File: config.mk
export PLATFORM = sky130hd
export DESIGN_NAME = bitclk_gen
export DESIGN_NICKNAME = d
export VERILOG_FILES = /design/src/rtl/brg_pkg.sv /design/src/rtl/brg_prescale.sv /design/src/rtl/brg_edge.sv /design/src/rtl/brg_div.sv /design/src/rtl/bitclk_gen.sv
export SDC_FILE = /design/constraint.sdc
export NUM_CORES = 1
export LEC_CHECK = 0
export ABC_CLOCK_PERIOD_IN_PS = 2900
export BUFFER_PORTS_ARGS = -buffer_cell sky130_fd_sc_hd__buf_2
export CELL_PAD_IN_SITES_DETAIL_PLACEMENT = 2
export CELL_PAD_IN_SITES_GLOBAL_PLACEMENT = 2
export CORE_UTILIZATION = 42
export DETAILED_ROUTE_END_ITERATION = 16
export PLACE_DENSITY_LB_ADDON = 0.1
export REMOVE_ABC_BUFFERS = 1
export SLEW_MARGIN = 20
export SYNTH_ARGS = -nofsm -noshare
export SYNTH_HDL_FRONTEND = slang
export SYNTH_SLANG_ARGS = --single-unit
File: constraint.sdc
create_clock -name clk -period 2.9 [get_ports clk]
set_input_delay 0.145 -clock clk [delete_from_list [all_inputs] [get_ports clk]]
set_output_delay 0.145 -clock clk [all_outputs]
set_load 0.05 [all_outputs]
File: src/rtl/brg_pkg.sv
package brg_pkg;
  localparam int NTAP = 5;
  localparam int PW   = 8;

  typedef enum logic [2:0] {
    SRC_T0    = 3'd0,
    SRC_T1    = 3'd1,
    SRC_T2    = 3'd2,
    SRC_T3    = 3'd3,
    SRC_T4    = 3'd4,
    SRC_PIN   = 3'd5,
    SRC_CHAIN = 3'd6,
    SRC_OFF   = 3'd7
  } src_e;

  typedef enum logic [1:0] {
    REG_TX_SRC = 2'd0,
    REG_RX_SRC = 2'd1,
    REG_TX_DIV = 2'd2,
    REG_RX_DIV = 2'd3
  } reg_e;

  // spacing in system cycles of prescaler tap k
  function automatic int tap_span(input int k);
    return 8 << (2 * k);
  endfunction

  // value loaded into a divider at reload; zero is promoted to one
  function automatic logic [PW-1:0] load_val(input logic [PW-1:0] p);
    return (p == '0) ? PW'(1) : p;
  endfunction
endpackage

File: src/rtl/brg_prescale.sv
module brg_prescale
  import brg_pkg::*;
#(
  parameter int TAPS = NTAP
) (
  input  logic            clk,
  input  logic            rst_n,
  output logic [TAPS-1:0] tap
);
  localparam int CW = 2 * TAPS + 1;

  logic [CW-1:0] cnt;

  always_ff @(posedge clk or negedge rst_n) begin
    if (!rst_n) cnt <= '0;
    else        cnt <= cnt + 1'b1;
  end

  for (genvar k = 0; k < TAPS; k++) begin : g_tap
    localparam logic [CW-1:0] MASK = CW'(tap_span(k) - 1);
    assign tap[k] = (cnt & MASK) == '0;

    if (k > 0) begin : g_nest

      taps_nested_chk: assert property (@(posedge clk) disable iff (!rst_n)
        tap[k] |-> tap[k-1]);
    end
  end


  tap0_spacing_chk: assert property (@(posedge clk) disable iff (!rst_n)
    tap[0] |=> !tap[0]);
endmodule

File: src/rtl/brg_edge.sv
module brg_edge (
  input  logic clk,
  input  logic rst_n,
  input  logic pin,
  output logic tick
);
  logic [2:0] sh;

  always_ff @(posedge clk or negedge rst_n) begin
    if (!rst_n) sh <= '0;
    else        sh <= {sh[1:0], pin};
  end

  assign tick = sh[1] & ~sh[2];


  edge_single_chk: assert property (@(posedge clk) disable iff (!rst_n)
    tick |=> !tick);
endmodule

File: src/rtl/brg_div.sv
module brg_div
  import brg_pkg::*;
(
  input  logic          clk,
  input  logic          rst_n,
  input  logic          tick,
  input  logic [PW-1:0] period,
  output logic          en
);
  logic [PW-1:0] left;
  logic          expire;

  assign expire = tick && (left <= PW'(1));

  always_ff @(posedge clk or negedge rst_n) begin
    if (!rst_n) begin
      left <= PW'(1);
      en   <= 1'b0;
    end else begin
      en <= expire;
      if (expire)    left <= load_val(period);
      else if (tick) left <= left - 1'b1;
    end
  end


  pulse_needs_tick_chk: assert property (@(posedge clk) disable iff (!rst_n)
    en |-> $past(tick));


  no_double_pulse_chk: assert property (@(posedge clk) disable iff (!rst_n)
    en |=> !en);
endmodule

File: src/rtl/bitclk_gen.sv
module bitclk_gen
  import brg_pkg::*;
#(
  parameter  int NCH = 4,
  localparam int CW  = (NCH > 1) ? $clog2(NCH) : 1
) (
  input  logic           clk,
  input  logic           rst_n,
  input  logic           wr_en,
  input  logic [CW-1:0]  wr_chan,
  input  logic [1:0]     wr_reg,
  input  logic [7:0]     wr_data,
  input  logic [NCH-1:0] tx_clk_pin,
  input  logic [NCH-1:0] rx_clk_pin,
  output logic [NCH-1:0] tx_bit_en,
  output logic [NCH-1:0] rx_bit_en
);
  logic [NTAP-1:0] tap;
  src_e            tx_src [NCH];
  src_e            rx_src [NCH];
  logic [PW-1:0]   tx_div [NCH];
  logic [PW-1:0]   rx_div [NCH];

  brg_prescale #(.TAPS(NTAP)) u_pre (
    .clk  (clk),
    .rst_n(rst_n),
    .tap  (tap)
  );

  always_ff @(posedge clk or negedge rst_n) begin
    if (!rst_n) begin
      for (int i = 0; i < NCH; i++) begin
        tx_src[i] <= SRC_OFF;
        rx_src[i] <= SRC_OFF;
        tx_div[i] <= PW'(1);
        rx_div[i] <= PW'(1);
      end
    end else if (wr_en) begin
      case (reg_e'(wr_reg))
        REG_TX_SRC: tx_src[wr_chan] <= src_e'(wr_data[2:0]);
        REG_RX_SRC: rx_src[wr_chan] <= src_e'(wr_data[2:0]);
        REG_TX_DIV: tx_div[wr_chan] <= wr_data[PW-1:0];
        default:    rx_div[wr_chan] <= wr_data[PW-1:0];
      endcase
    end
  end

  for (genvar c = 0; c < NCH; c++) begin : g_ch
    logic tx_pin_tick, rx_pin_tick;
    logic tx_t, rx_t;

    brg_edge u_txe (.clk(clk), .rst_n(rst_n), .pin(tx_clk_pin[c]), .tick(tx_pin_tick));
    brg_edge u_rxe (.clk(clk), .rst_n(rst_n), .pin(rx_clk_pin[c]), .tick(rx_pin_tick));

    always_comb begin
      case (tx_src[c])
        SRC_T0:    tx_t = tap[0];
        SRC_T1:    tx_t = tap[1];
        SRC_T2:    tx_t = tap[2];
        SRC_T3:    tx_t = tap[3];
        SRC_T4:    tx_t = tap[4];
        SRC_PIN:   tx_t = tx_pin_tick;
        SRC_CHAIN: tx_t = rx_bit_en[c];
        default:   tx_t = 1'b0;
      endcase
    end

    always_comb begin
      case (rx_src[c])
        SRC_T0:  rx_t = tap[0];
        SRC_T1:  rx_t = tap[1];
        SRC_T2:  rx_t = tap[2];
        SRC_T3:  rx_t = tap[3];
        SRC_T4:  rx_t = tap[4];
        SRC_PIN: rx_t = rx_pin_tick;
        default: rx_t = 1'b0;
      endcase
    end

    brg_div u_txd (.clk(clk), .rst_n(rst_n), .tick(tx_t), .period(tx_div[c]), .en(tx_bit_en[c]));
    brg_div u_rxd (.clk(clk), .rst_n(rst_n), .tick(rx_t), .period(rx_div[c]), .en(rx_bit_en[c]));


    rx_silent_chk: assert property (@(posedge clk) disable iff (!rst_n)
      ($past(rx_src[c]) inside {SRC_CHAIN, SRC_OFF}) |-> !rx_bit_en[c]);


    tx_silent_chk: assert property (@(posedge clk) disable iff (!rst_n)
      ($past(tx_src[c]) == SRC_OFF) |-> !tx_bit_en[c]);
  end
endmodule

==> metrics.md, run 1 <==
| Metric | Value |
|---|---|
| Initial antenna violation count | 3 |
| Path length in cells of the critical path | 7 |
| Worst EP arrival | 2.99 ns |
| Final setup vio count | 0 |
| HP Start | wr_data[7] |
| Finished Core Util | 0.477 |
| Die Wd | 153 um |
| Critical path capture point type | flop |
| CTS buffer count | 17 |
| All-Layer GR Usage | 0.248 |
| Synth warn | 0 |
| CTS sink cnt | 195 |
| Vias in the first global route | 8130 |
| Total power | 9.52 mW |
| WP data required | 3.24 ns |
| WP buf/inv | 1 |
| Top Ports | 31 |
| Clk root buf | clkbuf_16 |
| Fin. Hold Viols | 0 |
| Via count | 7218 |
| CP Launch Point | u_pre.cnt[0] |
| Max-cap check violation count | 0 |
| CP top delay family | simple AND/OR/NAND/NOR gates |
| Fin crit period | 2.66 ns |
| TNS Setup | 0 ns |
| Number of flops mapped to enable cells by yosys | 0 |
| Worst R2R Setup Slack | 0.24 ns |
| Leakage power | 4.55 nW |
| Rel. slew slack | 0.446 |
| Largest cells by area after synthesis | dfrtp_1, dfstp_2, mux2_2 |
| Height of the die | 153 um |
| Hold Slack | 0.131 ns |
| Final routed DRC violation total | 0 |
| Hold path cells | 3 |
| Hold/Removal Path Class | in -> reg |
| Crit-path max FO | 8 |
| Post-Syn Area | 9630 um^2 |
| Largest net degree at the start of global routing | 96 |
| Drt first pass iters | 4 |
| Detailed Place HPWL | 18.8 mm |
| RR Startpoint | u_pre.cnt[0] |
| Critical path startpoint category | flop |
| Distinct cells, synth | 74 |
| DR vias/cell | 5.89 |
| RR Endpoint | g_ch[0].u_txd.left[1] |
| Final period util | 0.916 |
| Clock slew at reported path FFs | 0.08 ns |
| FP Rows | 55 |
| First-pass GRT wire length | 45.1 mm |
| Setup crit end | g_ch[0].u_txd.left[1] |
| Syn_area_per_cell | 10.9 um^2 |
| Max IR drop VDD | 0.328 mV |
| RSZ-0062 raised after global routing | no |
| Worst skew pair latency | 0.46 ns |
| Wire per inst | 22.5 um |
| Fraction of registers with async set/reset | 1.00 |
| Leading area contributor after synthesis | dfrtp_1 |
| Register bit count reported by yosys | 195 |
| DIE AREA | 23500 um^2 |
| Post-Syn Instances | 884 |
| Max Fclk | 376 MHz |
| Cells on worst reg2reg path | 7 |
| Sequential element share of the synthesized area | 0.512 |
| Fin nets | 968 |
| Total wire length | 27.6 mm |
| GP Congestion | 0.788 |
| Max Root-Sink Buffers | 2 |
| Initial Util | 0.426 |
| Status | complete, no violations |
| Number of DRC markers in iteration 0 | 286 |
| H-tree depth | 4 |
| P per Cell Area | 883 nW/um^2 |
| Layout area overhead | 11.9% |
| WS Path Type | reg -> reg |
| Crit path largest cell delay | 0.58 ns |
| TritonCTS clock tree | built |
| Clock Skew | 0.0157 ns |
| CP max-delay cell | or4b_4 |
| Fraction of layout cells with a size suffix above 1 | 0.253 |
| Worst Max-Slew Pin Slew | 0.831 ns |
| Fin. max-slew vios | 0 |
| Core Footprint | 22600 um^2 |
| # port buffers | 30 |
| Antenna viol nets, final | 0 |
| Yosys top cell area share | 0.403 |
| Top FF cell, synth | dfrtp_1 |
| Overflow left after global routing | 0 |
| Cell Chain, Critical Path | inv_1 > ha_1 > or4b_4 > nor3_4 > a211o_2 > and2_1 > mux2_4 |
[worst reg2reg max path, stage by stage (launching register included)]
cell	delay, ns
dfrtp_1	0.44
inv_1	0.10
ha_1	0.19
or4b_4	0.58
nor3_4	0.31
a211o_2	0.28
and2_1	0.31
mux2_4	0.33
[per-layer routing]
layer / wire length (um) / share of wire / GRT usage / vias up
met4: 369 / 0.013 / 0.0733 / 0
met2: 14200 / 0.52 / 0.440 / 80
li1: - / - / - / 3350
met5: 0 / 0 / 0 / -
met3: 618 / 0.022 / 0.0360 / 24
met1: 12400 / 0.45 / 0.313 / 3764
[layout by cell type, fill, tap and decap left out, types with 21 or more instances in the layout]
master	instances
dfstp_2	40
dfrtp_1	155
inv_1	41
mux2_2	85
a21oi_1	65
a31oi_1	34
nor3_1	27
nor2_1	43
o21ai_0	53
nand2_1	58
buf_2	29
buf_4	21
[per-stage QoR]
step / instance area (um^2) / cells / setup WS [ns]
6_report: 10800 / 1226 / 0.242
5_1_grt: 10800 / 1226 / 0.119
4_1_cts: 10800 / 1225 / 0.231
3_5_place_dp: 10100 / 1184 / 0.307
3_3_place_gp: 10100 / 1184 / 0.409
2_1_floorplan: 9390 / 846 / 0.610
[power breakdown]
| group | leakage (nW) | internal (mW) | switching (mW) |
|---|---|---|---|
| Combinational | 1.96 | 1.20 | 1.49 |
| Clock | 0.285 | 1.20 | 1.16 |
| Sequential | 2.31 | 3.58 | 0.889 |
| Total | 4.55 | 5.98 | 3.54 |
[synthesized netlist by cell type (4+ instances only)]
cell type and n:
nor3_1 27, nor4_1 16, or3_1 7, dfrtp_1 155
and3_1 6, nor3b_1 4, nand3_1 18, nor2_1 43
inv_1 41, nand3b_1 5, o21ai_0 53, or4_1 6
buf_2 5, o22ai_1 7, buf_4 9, o211ai_1 11
mux2i_1 6, dfstp_2 40, nor2b_1 8, or2_2 4
clkbuf_1 17, o31ai_1 13, ha_1 18, mux2_2 85
xnor2_1 7, buf_6 7, nand2b_1 18, a21oi_1 65
and2_1 4, nand2_1 58, a31oi_1 34, o21a_1 7
a41oi_1 8
[cell families (layout without fill, tap and decap cells)]
kind of cell | count (synthesis) | after routing | synth area share
other | 0 | 1 | 0
xor gates and xnor gates | 9 | 9 | 0.00819
muxes | 94 | 94 | 0.110
AOI/OAI and AO/OA | 244 | 244 | 0.170
buffers and inverters | 79 | 135 | 0.0404
adders and majority gates | 18 | 18 | 0.0234
and+or+nand+nor | 245 | 245 | 0.136
DFF | 195 | 195 | 0.512
[registers in the layout, summed over array words and instances (netlist names), 12 cells and up]
signal           cells
tx_div              32
g_ch.u_rxe.sh       12
g_ch.u_txe.sh       12
g_ch.u_rxd.left     32
rx_src              12
rx_div              32
tx_src              12
g_ch.u_txd.left     32
[cell type report]
class | instances | area, um^2
clock inverters | 12 | 108
clock buffers | 20 | 467
flip-flops and latches | 195 | 4930
diodes | 1 | 2.50
multi-input cells | 610 | 4310
well taps | 285 | 357
repair buffers | 62 | 447
fillers | 2301 | 11800
inverters | 41 | 154
[worst min path at each step]
| stage | end | slack (ns) |
|---|---|---|
| after floorplan | g_ch[0].u_rxd.en | -0.15 |
| after global placement | g_ch[0].u_txd.en | 0.25 |
| after detailed placement | g_ch[2].u_txe.sh[0] | 0.25 |
| after CTS | rx_div[15] | 0.11 |
| after global routing | rx_div[15] | 0.12 |
| final | rx_div[15] | 0.13 |
[timing repair]
item | 4_1_cts | 5_1_grt
gates resized for setup | 0 | 0
endpoints found under the hold margin | 75 | 0
setup buffers | 0 | 0
hold buffers | 9 | 0
Power figures use the tool's default switching activity.
==> run 2: changes to the inputs <==
--- a/config.mk
+++ b/config.mk
@@ -6,13 +6,14 @@
 export NUM_CORES = 1
 export LEC_CHECK = 0
 export ABC_CLOCK_PERIOD_IN_PS = 2900
-export BUFFER_PORTS_ARGS = -buffer_cell sky130_fd_sc_hd__buf_2
+export BUFFER_PORTS_ARGS = -buffer_cell sky130_fd_sc_hd__clkbuf_2
 export CELL_PAD_IN_SITES_DETAIL_PLACEMENT = 2
 export CELL_PAD_IN_SITES_GLOBAL_PLACEMENT = 2
 export CORE_UTILIZATION = 42
 export DETAILED_ROUTE_END_ITERATION = 16
-export PLACE_DENSITY_LB_ADDON = 0.1
+export PLACE_DENSITY = 0.82
 export REMOVE_ABC_BUFFERS = 1
+export SETUP_SLACK_MARGIN = 0.02
 export SLEW_MARGIN = 20
 export SYNTH_ARGS = -nofsm -noshare
 export SYNTH_HDL_FRONTEND = slang
==> run 2 against run 1 <==
Compared with the run above: combinational power is 1% higher; die area stayed put; sequential cell count stayed put; maximum frequency is 3.0% higher; global-route usage is 1.1 points higher; largest power group unchanged; highest routed layer is now met5.
==> metrics.md, run 2 (synthesis gave the netlist of run 1 again) <==
| Metric | Value |
|---|---|
| H-tree depth | 4 |
| All-Layer GR Usage | 0.259 |
| Crit-path max FO | 8 |
| Clock Skew | 0.0147 ns |
| Via count | 7312 |
| Rel. slew slack | 0.388 |
| Max Root-Sink Buffers | 2 |
| Vias in the first global route | 8211 |
| Number of DRC markers in iteration 0 | 408 |
| Max IR drop VDD | 0.356 mV |
| Worst skew pair latency | 0.45 ns |
| Final setup vio count | 0 |
| Largest net degree at the start of global routing | 76 |
| Hold path cells | 3 |
| Final period util | 0.889 |
| RSZ-0062 raised after global routing | no |
| WP data required | 3.23 ns |
| Filler cells | 2327 |
| Worst R2R Setup Slack | 0.32 ns |
| Total wire length | 28.8 mm |
| Layout area overhead | 12.1% |
| P per Cell Area | 905 nW/um^2 |
| DIE AREA | 23500 um^2 |
| Commonest cells after routing, fill and taps aside | dfrtp_1, mux2_2, a21oi_1, nand2_1, o21ai_0 |
| Combinational cell fraction of total power | 0.279 |
| Wire per inst | 23.6 um |
| Top Ports | 31 |
| Critical path startpoint category | flop |
| Fin worst setup slack | 0.320 ns |
| Critical path capture point type | flop |
| Fin. Hold Viols | 0 |
| Most common cell after layout, fill and taps aside | dfrtp_1 |
| Hold/Removal Path Class | in -> reg |
| Max-cap check violation count | 0 |
| N_diodes | 0 |
| Height of the die | 153 um |
| DR vias/cell | 5.97 |
| CTS buffer count | 17 |
| Worst Max-Slew Pin Slew | 0.914 ns |
| Leakage power | 4.55 nW |
| Fin. max-slew vios | 0 |
| Final instance count without filler cells | 1224 |
| Clk root buf | clkbuf_16 |
| Sw frac | 0.368 |
| Core Footprint | 22600 um^2 |
| RR Startpoint | u_pre.cnt[0] |
| Clk pwr share | 0.260 |
| Dpl ws | 0.401 ns |
| Worst EP arrival | 2.91 ns |
| Initial Util | 0.426 |
| Sequential share of power | 0.460 |
| Post-CTS setup buffer count | 0 |
| Drt first pass iters | 5 |
| Max Fclk | 388 MHz |
| Overflow left after global routing | 0 |
| Fin crit period | 2.58 ns |
| First-pass GRT wire length | 47.0 mm |
| Internal power | 6.17 mW |
| RR Endpoint | g_ch[0].u_txd.left[1] |
| Detailed Place HPWL | 18.8 mm |
| Final routed DRC violation total | 0 |
| Fraction of layout cells with a size suffix above 1 | 0.250 |
| Psw | 3.59 mW |
| TritonCTS clock tree | built |
| FP Rows | 55 |
| Hold-critical path endpoint | rx_div[4] |
| Clock slew at reported path FFs | 0.07 ns |
| GP Congestion | 0.805 |
| Post-Place Cells | 1183 |
| WS Path Type | reg -> reg |
| Cells on worst reg2reg path | 7 |
| HP Start | wr_data[4] |
| Fin nets | 967 |
| # port buffers | 30 |
| TNS Setup | 0 ns |
| Status | complete, no violations |
| CTS sink cnt | 195 |
| Die Wd | 153 um |
| Antenna viol nets, final | 0 |
| Initial antenna violation count | 1 |
==> run 2: critical path, cell delays in order (launching register included) <==
cell	delay, ns
dfrtp_1	0.42
inv_1	0.10
ha_1	0.20
or4b_4	0.57
nor3_4	0.27
a211o_2	0.28
and2_1	0.28
mux2_4	0.33
==> run 2: timing repair <==
item	in CTS	in global routing
hold endpoints to repair	62	0
gates resized for setup	0	0
hold buffers	9	0
==> run 2: power groups by stage <==
stage               clock (mW)  sequential, mW  combinational, mW
finish                    2.54            4.49               2.73
global route              2.68            4.61               3.06
CTS                       2.58            4.49               2.75
detailed placement           0            4.51               2.66
global placement             0            4.45               2.49
floorplan                    0            4.21               1.94
==> run 2: worst max path at each step <==
stage | slack [ns] | startpoint | cells past startpoint | endpoint
2_1_floorplan | 0.61 | u_pre.cnt[0] | 6 | g_ch[0].u_txd.left[1]
3_3_place_gp | 0.48 | u_pre.cnt[0] | 7 | g_ch[0].u_txd.left[1]
3_5_place_dp | 0.40 | u_pre.cnt[0] | 7 | g_ch[0].u_txd.left[1]
4_1_cts | 0.34 | u_pre.cnt[0] | 7 | g_ch[0].u_txd.left[1]
5_1_grt | 0.24 | u_pre.cnt[0] | 7 | g_ch[0].u_txd.left[1]
6_report | 0.32 | u_pre.cnt[0] | 7 | g_ch[0].u_txd.left[1]
==> run 2: through the flow <==
stage          hold WS (ns)  area, um^2  utilization  total power [mW]
2_1_floorplan        -0.151        9390            -              6.15
3_3_place_gp          0.214       10100        0.447              6.93
3_5_place_dp          0.223       10100        0.447              7.17
4_1_cts               0.232       10800        0.478              9.82
5_1_grt               0.255       10800        0.478              10.4
6_report              0.240       10800        0.478              9.76
==> run 2: cell type report <==
class | count | area [um^2] | area share
clock buffer | 20 | 447 | 0.0414
clock inverter | 12 | 168 | 0.0155
inverter | 41 | 154 | 0.0143
multi-input combinational | 610 | 4310 | 0.399
sequential | 195 | 4930 | 0.457
tap | 285 | 357 | 0.0331
timing repair buffer | 61 | 427 | 0.0396
==> run 2: routing by layer <==
| metal | track usage | up-vias | part of all wire |
|---|---|---|---|
| met3 | 0.0371 | 41 | 0.024 |
| met2 | 0.448 | 94 | 0.52 |
| met1 | 0.337 | 3844 | 0.44 |
| met5 | 0 | - | 0.00035 |
| li1 | - | 3331 | - |
| met4 | 0.0738 | 2 | 0.018 |
==> run 3: changes to the inputs <==
--- a/config.mk
+++ b/config.mk
@@ -5,13 +5,13 @@
 export SDC_FILE = /design/constraint.sdc
 export NUM_CORES = 1
 export LEC_CHECK = 0
-export ABC_CLOCK_PERIOD_IN_PS = 2900
+export ABC_CLOCK_PERIOD_IN_PS = 3100
 export BUFFER_PORTS_ARGS = -buffer_cell sky130_fd_sc_hd__clkbuf_2
 export CELL_PAD_IN_SITES_DETAIL_PLACEMENT = 2
 export CELL_PAD_IN_SITES_GLOBAL_PLACEMENT = 2
-export CORE_UTILIZATION = 42
+export CORE_UTILIZATION = 45
 export DETAILED_ROUTE_END_ITERATION = 16
-export PLACE_DENSITY = 0.82
+export PLACE_DENSITY = 0.86
 export REMOVE_ABC_BUFFERS = 1
 export SETUP_SLACK_MARGIN = 0.02
 export SLEW_MARGIN = 20
==> constraint.sdc (replaced) <==
create_clock -name clk -period 3.1 [get_ports clk]
set_input_delay 0.155 -clock clk [delete_from_list [all_inputs] [get_ports clk]]
set_output_delay 0.155 -clock clk [all_outputs]
set_load 0.05 [all_outputs]
==> run 3 against run 2 <==
Compared with the run above: sequential share of layout area up 0.35 points; sequential power down 5.1%; utilization up 3.1 points; maximum frequency down 6.7%; combinational power down 4%; wire length up 6.9%; critical path type unchanged; largest power group unchanged.
==> metrics.md, run 3 (synthesis gave the netlist of run 1 again) <==
| Metric | Value |
|---|---|
| Status | complete, no violations |
| Core Footprint | 21000 um^2 |
| Clock slew at reported path FFs | 0.07 ns |
| Fraction of layout cells with a size suffix above 1 | 0.247 |
| Initial antenna violation count | 0 |
| Critical path startpoint category | flop |
| Fin. max-slew vios | 0 |
| TNS Setup | 0 ns |
| Initial Util | 0.458 |
| Filler cells | 2082 |
| Total wire length | 30.8 mm |
| Fin nets | 960 |
| DIE AREA | 22000 um^2 |
| Worst Max-Slew Pin Slew | 0.868 ns |
| GP Congestion | 0.788 |
| RR Startpoint | u_pre.cnt[0] |
| Max Root-Sink Buffers | 2 |
| Top Ports | 31 |
| H-tree depth | 4 |
| Leakage power | 4.51 nW |
| Rel. slew slack | 0.419 |
| Largest net degree at the start of global routing | 98 |
| Hold Slack | 0.252 ns |
| CP Launch Point | u_pre.cnt[0] |
| Number of DRC markers in iteration 0 | 465 |
| Worst EP arrival | 3.09 ns |
| Final period util | 0.892 |
| Max-cap check violation count | 0 |
| WS Path Type | reg -> reg |
| PostCTS Resize Cnt | 0 |
| Max Fclk | 362 MHz |
| Critical path capture point type | flop |
| Finished Core Util | 0.509 |
| Vias in the first global route | 8350 |
| FP Rows | 53 |
| All-Layer GR Usage | 0.296 |
| Most common cell after layout, fill and taps aside | dfrtp_1 |
| Overflow left after global routing | 0 |
| Final routed DRC violation total | 0 |
| RSZ-0062 raised after global routing | no |
| WP data required | 3.43 ns |
| First-pass GRT wire length | 49.2 mm |
| Crit-path max FO | 9 |
| Worst skew pair latency | 0.44 ns |
| DR vias/cell | 6.15 |
| Layout area overhead | 11.2% |
| Via count | 7426 |
| Fin worst setup slack | 0.334 ns |
| Antenna viol nets, final | 0 |
| Clk root buf | clkbuf_16 |
| Hold/Removal Path Class | in -> reg |
| Height of the die | 148 um |
| Dpl ws | 0.402 ns |
| Max IR drop VDD | 0.394 mV |
| N_diodes | 0 |
| Die Wd | 148 um |
| # port buffers | 30 |
| CTS buffer count | 17 |
| Commonest cells after routing, fill and taps aside | dfrtp_1, mux2_2, a21oi_1, nand2_1, o21ai_0 |
| Drt first pass iters | 5 |
| Total power | 9.14 mW |
| HP Start | wr_data[4] |
| CTS sink cnt | 195 |
| Detailed Place HPWL | 19.6 mm |
| Final setup vio count | 0 |
| Fin crit period | 2.77 ns |
| Fin. Hold Viols | 0 |
| Wire per inst | 25.5 um |
| Clock Skew | 0.00869 ns |
| TritonCTS clock tree | built |
| P per Cell Area | 854 nW/um^2 |
## run 3: cell types whose count changed in the layout (fill, tap and decap cells not counted)
cell / previous run / this run
clkbuf_8: 2 / 4
bufinv_16: 3 / 1
clkbuf_1: 2 / 0
clkinv_4: 1 / 2
buf_12: 1 / 2
clkinvlp_4: 3 / 2
clkinv_2: 0 / 2
buf_4: 21 / 13
## run 3: layout make-up
type / count / area [um^2] / share of cell area
inverters: 41 / 154 / 0.0144
multi-input cells: 610 / 4310 / 0.402
flip-flops and latches: 195 / 4930 / 0.460
well taps: 275 / 344 / 0.0321
clock inverters: 12 / 119 / 0.0111
repair buffers: 54 / 387 / 0.0361
clock buffers: 20 / 467 / 0.0436
## run 3: power breakdown
| part | internal, mW | switching [mW] | total, mW |
|---|---|---|---|
| combinational | 1.11 | 1.51 | 2.62 |
| sequential | 3.35 | 0.909 | 4.26 |
| clock | 1.19 | 1.07 | 2.26 |
| total | 5.65 | 3.49 | 9.14 |
## run 3: what timing repair did
item,in CTS,in global routing
setup buffers,0,0
hold buffers,9,0
endpoints found under the hold margin,88,0
## run 3: worst max-delay path, stage by stage, from the launching register on
cell and delay [ns]:
dfrtp_1 0.43, inv_1 0.11, ha_1 0.23, or4b_4 0.58
nor3_4 0.30, a211o_2 0.28, and2_1 0.39, mux2_4 0.34
## run 3: through the flow
| step | instance area [um^2] | cells |
|---|---|---|
| 2_1_floorplan | 9390 | 846 |
| 3_3_place_gp | 10000 | 1166 |
| 3_5_place_dp | 10000 | 1166 |
| 4_1_cts | 10700 | 1207 |
| 5_1_grt | 10700 | 1207 |
| 6_report | 10700 | 1207 |
## run 3: worst paths after layout
path | endpoint | slack [ns] | depth (start not counted)
setup / recovery | g_ch[0].u_txd.left[1] | 0.33 | 7
hold / removal | rx_div[4] | 0.25 | 3
setup reg to reg | g_ch[0].u_txd.left[1] | 0.33 | 7
hold reg to reg | g_ch[0].u_txe.sh[1] | 0.35 | 0
max in group asynchronous | rx_src[6] | 1.85 | 3
min in group asynchronous | tx_div[27] | 0.37 | 2
## run 3: layer usage
| metal | GRT usage | wire length, um | part of all wire |
|---|---|---|---|
| met1 | 0.369 | 13200 | 0.43 |
| met2 | 0.512 | 15900 | 0.52 |
| met3 | 0.0457 | 764 | 0.025 |
| met4 | 0.123 | 984 | 0.032 |
| met5 | 0 | 0 | 0 |
